File: config.mk
export PLATFORM = sky130hd
export DESIGN_NAME = varshift_unit
export DESIGN_NICKNAME = d
export VERILOG_FILES = /design/src/rtl/varshift_pkg.sv /design/src/rtl/vs_left_unit.sv /design/src/rtl/vs_right_unit.sv /design/src/rtl/vs_out_stage.sv /design/src/rtl/varshift_unit.sv
export SDC_FILE = /design/constraint.sdc
export NUM_CORES = 1
export LEC_CHECK = 0
export ABC_AREA = 0
export ABC_CLOCK_PERIOD_IN_PS = 2900
export BUFFER_PORTS_ARGS = -buffer_cell sky130_fd_sc_hd__buf_2
export CORE_ASPECT_RATIO = 0.6
export CORE_MARGIN = 2
export CORE_UTILIZATION = 40
export CTS_BUF_LIST = sky130_fd_sc_hd__clkbuf_16
export DETAILED_ROUTE_END_ITERATION = 10
export GPL_TIMING_DRIVEN = 0
export PLACE_DENSITY = 0.67
export SLEW_MARGIN = 0
export SYNTH_ARGS = -nofsm -noshare
export SYNTH_HDL_FRONTEND = slang
export SYNTH_HIERARCHICAL = 1
export SYNTH_SLANG_ARGS = --single-unit
File: constraint.sdc
create_clock -name clk -period 2.9 [get_ports clk]
set_input_delay 0.29 -clock clk [delete_from_list [all_inputs] [get_ports clk]]
set_output_delay 0.29 -clock clk [all_outputs]
set_load 0.05 [all_outputs]
File: src/rtl/varshift_pkg.sv
// Shared types for the variable-count shifter.
// Assumes: mode codes are fixed at 3 bits; unlisted codes are pass-through.
package varshift_pkg;

    typedef enum logic [2:0] {
        SH_LSL = 3'b000,  // logical left, zero fill
        SH_LRP = 3'b001,  // left, fill with original bit 0
        SH_LSP = 3'b010,  // left below a fixed sign bit
        SH_LSR = 3'b011,  // logical right, zero fill
        SH_ASR = 3'b100   // arithmetic right, sign fill
    } shift_mode_e;

endpackage

File: src/rtl/vs_left_unit.sv
// Left-shift datapath: computes all three left variants and the signed
// overflow condition in parallel.
// Assumes: COUNT_W can express values of WIDTH or more; any count of WIDTH
// or more means every original bit is shifted out.
module vs_left_unit #(
    parameter int WIDTH   = 16,
    parameter int COUNT_W = $clog2(WIDTH) + 1
) (
    input  logic [WIDTH-1:0]   operand,
    input  logic [COUNT_W-1:0] count,
    output logic [WIDTH-1:0]   lsl_res,
    output logic [WIDTH-1:0]   lrp_res,
    output logic [WIDTH-1:0]   lsp_res,
    output logic               sgn_ovf
);

    localparam logic [WIDTH-1:0]   ALL_ONES = {WIDTH{1'b1}};
    localparam logic [COUNT_W-1:0] FULL_CNT = COUNT_W'(WIDTH);

    logic [WIDTH-1:0] shifted;
    logic [WIDTH-1:0] low_fill;
    logic [WIDTH-1:0] top_mask;
    logic [WIDTH-1:0] top_bits;
    logic [COUNT_W:0] cnt_plus1;
    logic             saturated;

    // Base shift and the mask of vacated low positions.
    always_comb begin
        shifted  = operand << count;
        low_fill = ~(ALL_ONES << count);
    end

    // Three left variants built from the base shift.
    always_comb begin
        lsl_res = shifted;
        lrp_res = shifted | (operand[0] ? low_fill : '0);
        lsp_res = {operand[WIDTH-1], shifted[WIDTH-2:0]};
    end

    // Overflow: the top count+1 bits must all equal the sign bit.
    always_comb begin
        saturated = (count >= FULL_CNT);
        cnt_plus1 = {1'b0, count} + 1'b1;
        top_mask  = ~(ALL_ONES >> cnt_plus1);
        top_bits  = operand & top_mask;
        if (saturated)
            sgn_ovf = |operand;
        else
            sgn_ovf = (top_bits != '0) && (top_bits != top_mask);
    end

endmodule

File: src/rtl/vs_right_unit.sv
// Right-shift datapath: logical and arithmetic variants.
// Assumes: a count of WIDTH or more empties the word (zeros or sign copies).
module vs_right_unit #(
    parameter int WIDTH   = 16,
    parameter int COUNT_W = $clog2(WIDTH) + 1
) (
    input  logic [WIDTH-1:0]   operand,
    input  logic [COUNT_W-1:0] count,
    output logic [WIDTH-1:0]   lsr_res,
    output logic [WIDTH-1:0]   asr_res
);

    localparam logic [WIDTH-1:0] ALL_ONES = {WIDTH{1'b1}};

    logic [WIDTH-1:0] high_fill;

    // Logical shift plus a mask of vacated high positions for sign fill.
    always_comb begin
        lsr_res   = operand >> count;
        high_fill = ~(ALL_ONES >> count);
        asr_res   = lsr_res | (operand[WIDTH-1] ? high_fill : '0);
    end

endmodule

File: src/rtl/vs_out_stage.sv
// Output stage: either a capture register gated by valid_in, or a straight
// wire, chosen by REGISTER_OUT.
// Assumes: reset is synchronous and active low.
module vs_out_stage #(
    parameter int WIDTH        = 16,
    parameter bit REGISTER_OUT = 1'b1
) (
    input  logic             clk,
    input  logic             rst_n,
    input  logic             valid_in,
    input  logic [WIDTH-1:0] res_d,
    input  logic             ovf_d,
    output logic [WIDTH-1:0] result,
    output logic             overflow,
    output logic             valid_out
);

    generate
        if (REGISTER_OUT) begin : g_reg
            logic [WIDTH-1:0] res_q;
            logic             ovf_q;
            logic             vld_q;

            // Capture on valid_in, hold otherwise, clear on reset.
            always_ff @(posedge clk) begin
                if (!rst_n) begin
                    res_q <= '0;
                    ovf_q <= 1'b0;
                    vld_q <= 1'b0;
                end else begin
                    vld_q <= valid_in;
                    if (valid_in) begin
                        res_q <= res_d;
                        ovf_q <= ovf_d;
                    end
                end
            end

            assign result    = res_q;
            assign overflow  = ovf_q;
            assign valid_out = vld_q;
        end else begin : g_wire
            assign result    = res_d;
            assign overflow  = ovf_d;
            assign valid_out = valid_in;
        end
    endgenerate

endmodule

File: src/rtl/varshift_unit.sv
// Top of the variable-count shifter: decodes the mode, selects one of the
// datapath results and the overflow flag, and feeds the output stage.
// Assumes: a count of zero must return the operand exactly; undefined mode
// codes pass the operand through.
module varshift_unit #(
    parameter int WIDTH        = 16,
    parameter bit REGISTER_OUT = 1'b1,
    localparam int COUNT_W     = $clog2(WIDTH) + 1
) (
    input  logic               clk,
    input  logic               rst_n,
    input  logic               valid_in,
    input  logic [WIDTH-1:0]   operand,
    input  logic [COUNT_W-1:0] count,
    input  logic [2:0]         mode,
    output logic [WIDTH-1:0]   result,
    output logic               overflow,
    output logic               valid_out
);

    import varshift_pkg::*;

    logic [WIDTH-1:0] lsl_res, lrp_res, lsp_res, lsr_res, asr_res;
    logic             sgn_ovf;
    logic [WIDTH-1:0] sel_res;
    logic             sel_ovf;

    vs_left_unit #(.WIDTH(WIDTH), .COUNT_W(COUNT_W)) u_left (
        .operand (operand),
        .count   (count),
        .lsl_res (lsl_res),
        .lrp_res (lrp_res),
        .lsp_res (lsp_res),
        .sgn_ovf (sgn_ovf)
    );

    vs_right_unit #(.WIDTH(WIDTH), .COUNT_W(COUNT_W)) u_right (
        .operand (operand),
        .count   (count),
        .lsr_res (lsr_res),
        .asr_res (asr_res)
    );

    // Mode decode: pick the result and qualify overflow for signed-left modes.
    always_comb begin
        sel_ovf = 1'b0;
        case (shift_mode_e'(mode))
            SH_LSL: begin sel_res = lsl_res; sel_ovf = sgn_ovf; end
            SH_LRP: sel_res = lrp_res;
            SH_LSP: begin sel_res = lsp_res; sel_ovf = sgn_ovf; end
            SH_LSR: sel_res = lsr_res;
            SH_ASR: sel_res = asr_res;
            default: sel_res = operand;
        endcase
    end

    vs_out_stage #(.WIDTH(WIDTH), .REGISTER_OUT(REGISTER_OUT)) u_out (
        .clk       (clk),
        .rst_n     (rst_n),
        .valid_in  (valid_in),
        .res_d     (sel_res),
        .ovf_d     (sel_ovf),
        .result    (result),
        .overflow  (overflow),
        .valid_out (valid_out)
    );

endmodule

After elaboration in Yosys (flattened, before gate mapping):

Index checks and enable logic that the tools add are counted.
W data, S select, Z words.

* register bits after elaboration: 18
* bits of input ports: 27
* output and inout port bits: 18
* logic and storage cells: 31

* add/sub/neg operators: 1
* magnitude comparators: 1
* equality and inequality tests: 5
* shift-type cells: 5
* mux-type cells: 5
* bitwise operators: 6
* reductions and logical operators: 5

Operator list (count)
* $pmux W16 S5: 1
* $not A16 Y16: 3
* $mux W16: 2
* $or A16 B16 Y16: 2
* $and A16 B16 Y16: 1
* $ne A16 B16 Y1: 1
* $reduce_bool A16 Y1: 1
* $reduce_or A16 Y1: 1
* $shl A16 B5 Y16: 1
* $shl A16 B5 Y16 const A: 1
* $shr A16 B5 Y16: 1
* $shr A16 B5 Y16 const A: 1
* $shr A16 B6 Y16 const A: 1
* $add A5 B1 Y6 const B: 1
* $eq A3 B2 Y1 const B: 2
* $ge A5 B5 Y1 const B: 1
* $eq A3 B1 Y1 const B: 1
* $eq A3 B3 Y1 const B: 1
* $logic_not A3 Y1: 1
* $mux W1: 2
* $reduce_or A2 Y1: 1
* $logic_and A1 B1 Y1: 1

Longest topological paths before layout:

* depth in word-level cells: 8
* gate-level depth with buffers: 15
* gate-level depth less buffers: 12

Hierarchy:

Netlist, hierarchy kept.

Modules (own cells, without submodules)
* vs_left_unit: times used 1, cells an instance 228, area each 1406.3 um^2, seq. area each 0.0 um^2
* vs_right_unit: times used 1, cells an instance 131, area each 1036.0 um^2, seq. area each 0.0 um^2
* varshift_unit: times used 1, cells an instance 132, area each 910.9 um^2, seq. area each 0.0 um^2
* vs_out_stage: times used 1, cells an instance 56, area each 679.4 um^2, seq. area each 360.3 um^2

Worst setup path after synthesis:

No wires, ideal clock.

* kind: input -> register
* start point: input port count[1]
* end point: register u_out.g_reg.res_q[11], in the netlist u_out/result[11]
* library setup time: 117 ps
* arrival: 2164 ps
* data required time: 2783 ps
* setup slack: 618 ps
* stages on the path: 12
* buffers on the path: 2
* cell sequence: buf_6 > mux2_2 > o21ai_0 > a211oi_1 > a21oi_1 > nor2_1 > buf_4 > mux4_2 > nor2_1 > a21oi_1 > mux2i_1 > nor2b_1

* elaborated cells on any way between the ends: 11
* those cells by class: shift: 4; mux: 3; bitwise: 4

RTL lines
* start, declared: line varshift_unit.sv:14 `input logic [COUNT_W-1:0] count,`
* $shl A16 B5 Y16 (*): line vs_left_unit.sv:29 `shifted = operand << count;`
* via lsl_res[11]: line varshift_unit.sv:23 `logic [WIDTH-1:0] lsl_res, lrp_res, lsp_res, lsr_res, asr_res;`
* $or A16 B16 Y16: line vs_left_unit.sv:36 `lrp_res = shifted | (operand[0] ? low_fill : '0);`
* $pmux W16 S5 (*): line varshift_unit.sv:47 `case (shift_mode_e'(mode))`
* via sel_res[11]: line varshift_unit.sv:25 `logic [WIDTH-1:0] sel_res;`
* end signal, assigned: line vs_out_stage.sv:33 `res_q <= res_d;`
* end, declared: line vs_out_stage.sv:20 `logic [WIDTH-1:0] res_q;`

Mark *: on every way through the listed nets, which the timed path passes. The rest lies on a longest branch.
A chain may end at the register's enable or synchronous reset.

Worst setup path in the final report:

* start point: input port count[3]
* end point: register u_out.g_reg.res_q[1], in the netlist u_out/result[1]

* cells in the longest elaborated chain, start to end: 5
* elaborated cells on any way between the ends: 11
* those cells by class: shift: 4; mux: 3; bitwise: 4

Ends and longest elaborated chain
* $shl A16 B5 Y16: line vs_left_unit.sv:30 `low_fill = ~(ALL_ONES << count);`
* $not A16 Y16: line vs_left_unit.sv:30
* $mux W16: line vs_left_unit.sv:36
* $or A16 B16 Y16 (*): line vs_left_unit.sv:36
* via lrp_res[1]: line varshift_unit.sv:23
* $pmux W16 S5 (*): line varshift_unit.sv:47
* via sel_res[1]: line varshift_unit.sv:25

Marked as above.

==> flow_summary.yaml <==
global_routing:
  grt_usage_pct: 28.8
  grt_pass1_wl_um: 24400
  antenna_found_initial: 0
  grt_pass1_vias: 4121
  grt_remaining_overflow: 0
  grt_max_degree: 14
final_layout:
  antennaDiodeCount: 0
  drive_gt1_share_pct: 24.2
  multi_input_area_um2: 3160
  final_cells: 727
  fill_cells: 1006
  nets: 620
  seq_area_um2: 360
  fin_area_um2: 4490
  synthToLayoutAreaGrowth_pct: 11.2
floorplan:
  die-height_um: 81.8
  core_region_area_um2: 9840
  std_cell_rows: 28
  dieWidth_um: 134
  ioPinCount: 45
  start_util_pct: 41.0
  die-area_um2: 10900
worst_setup_path:
  r2r_slack_ns: 2.22
  crit_type: "in2reg"
  cp_max_fo: 10
  reg2reg_depth: 2
  cp_cell_sequence: "buf_2 -> buf_2 -> nor2_1 -> nand2_1 -> nor3_1 -> mux2_2 -> mux4_2 -> nor2_1 -> a21oi_1 -> mux2i_1 -> nor2b_1"
  worstSetupEndpointType: "flop"
  cp_slowest_cell: "nor2_1"
  worst_setup_path_start_kind: "input port"
  cpPeakStageDelay_ns: 0.49
  crit_required_ns: 3.04
  arrival_ns: 2.85
clocking:
  ctsHoldBuffers: 0
  postCtsResizedCells: 0
  clock_latency_ns: 0.25
  cts_max_level: 1
  cts_tree: "done"
  cts_setup_buffers: 0
  path_clk_slew_ns: 0.05
  cts_buffer_depth: 2
  clock_sinks: 18
  cts_buffers: 3
  cts_root_buf: "clkbuf_16"
yosys:
  synth_cells: 547
  netlist_top_cells_count: "nor2_1 (56), mux2i_1 (51), nand2_1 (47), a21oi_1 (41), o21ai_0 (37)"
  synth_flop_cell: "dfxtp_1"
  yosysSeqAreaShare_pct: 8.94
  synth-seq-cells: 18
  synth.most_common_cell: "nor2_1"
  async_reset_ff_share_pct: 0
  synth_top_cell_by_area: "mux2i_1"
  synth_cell_types: 67
  synthesis.area_um2: 4030
  synth-warning-count: 6
  avgSynthCellArea_um2: 7.37
  synth_top_area_share_pct: 12.7
  yosys-top-cells-area: "mux2i_1 (13%), dfxtp_1 (8.9%), mux4_2 (7.3%)"
  synth_nets: 574
  synth_edf_count: 0
timing:
  finalCritPeriodShare_pct: 93.4
  report.final.hold_viol_count: 0
  finalSetupTns_ns: 0
  timing.fmax_mhz: 369
  setup-violations-final: 0
  slew_violations: 0
  relSlewSlack_pct: 52.5
  hold_ws_ns: 0.366
  grt_setup_unrepaired: "no"
  fin_worst_skew_ns: 0
  worst_pin_slew_ns: 0.708
  final.min_clock_period_ns: 2.71
run_status:
  status: "finished, final reports clean"
pwr:
  p_leak_nw: 1.89
  vdd_drop_max_v: 0.000290
  power_density_nw_per_um2: 297
  p_total_mw: 1.33
drt:
  vias: 4618
  wire_per_inst_um: 21.4
  dr.pass1.iters: 5
  drtIter0Drc: 768
  drt_wl_total_um: 15600
  drc: 0
  via_per_inst: 6.35
  antenna_left: 0
min_path:
  hold_path_class: "in2reg"
  whs_path_depth: 2
place:
  place.gp.congestion: 0.979
  dp_cells: 723
  portBuffers: 41
  dp_hpwl_um: 12200
  placed_area_um2: 4410
flow_run:
  max-cap-violations: 0
## critical path: cells and delay by family
kind	cells	cell delay, ns
AOI/OAI and AO/OA	1	0.07
buffers and inverters	2	0.30
muxes	3	0.94
and+or+nand+nor	5	1.25
## path summary, 6_finish.rpt
path / from / end
max: count[3] / u_out/result[1]$_SDFFE_PN0P_
min: rst_n / u_out/result[15]$_SDFFE_PN0P_
max reg2reg: u_out/result[0]$_SDFFE_PN0P_ / u_out/result[0]$_SDFFE_PN0P_
min reg2reg: u_out/result[5]$_SDFFE_PN0P_ / u_out/result[5]$_SDFFE_PN0P_
## layout by cell type (no fill, tap or decap), drive strengths merged, types with 11 or more instances in the layout
cell type	Yosys	layout
a21oi	41	41
a22oi	12	12
buf	53	94
clkbuf	15	18
dfxtp	18	18
inv	15	15
mux2	22	22
mux2i	51	51
mux4	16	16
nand2	47	47
nand2b	11	11
nor2	58	58
nor2b	30	30
o21ai	42	42
o22ai	16	16
## registers in the layout (all words and copies together) (netlist names)
signal           flops
u_out/result        16
u_out/overflow       1
u_out/valid_out      1
## metrics by stage
stage | util, % | setup WS (ns)
2_1_floorplan | - | 0.618
3_3_place_gp | 44.8 | 0.0703
3_5_place_dp | 44.8 | 0.0706
4_1_cts | 45.6 | 0.326
5_1_grt | 45.6 | 0.115
6_report | 45.6 | 0.192
## logic make-up after synthesis
| family | Yosys count | synth area share (%) |
|---|---|---|
| buf+inv | 84 | 12.6 |
| compound gates | 169 | 27.1 |
| flops | 18 | 8.94 |
| fa+ha+maj | 1 | 0.248 |
| mux | 89 | 28.1 |
| simple gates | 186 | 23.0 |
## metal layers
layer	vias to the layer above	global-route usage [%]	wire length [um]
met5	-	0	0
met4	0	3.51	132
met1	2204	44.8	7290
met2	309	41.3	6090
li1	2087	-	-
met3	18	5.68	2070
## final cells by class
| type | instances | area share [%] |
|---|---|---|
| repair buffers | 41 | 4.57 |
| clock buffers | 3 | 1.67 |
| flip-flops and latches | 18 | 8.03 |
| well taps | 135 | 3.77 |
| multi-input cells | 445 | 70.5 |
| plain buffers | 68 | 10.0 |
| inverters | 16 | 1.34 |
| clock inverters | 1 | 0.0837 |
## where the power goes
part / switching [mW] / internal [mW]
registers: 0.00915 / 0.266
clock network: 0.0966 / 0.183
logic: 0.484 / 0.293
total: 0.589 / 0.742
Note: power is estimated with default switching activity, not from simulation.
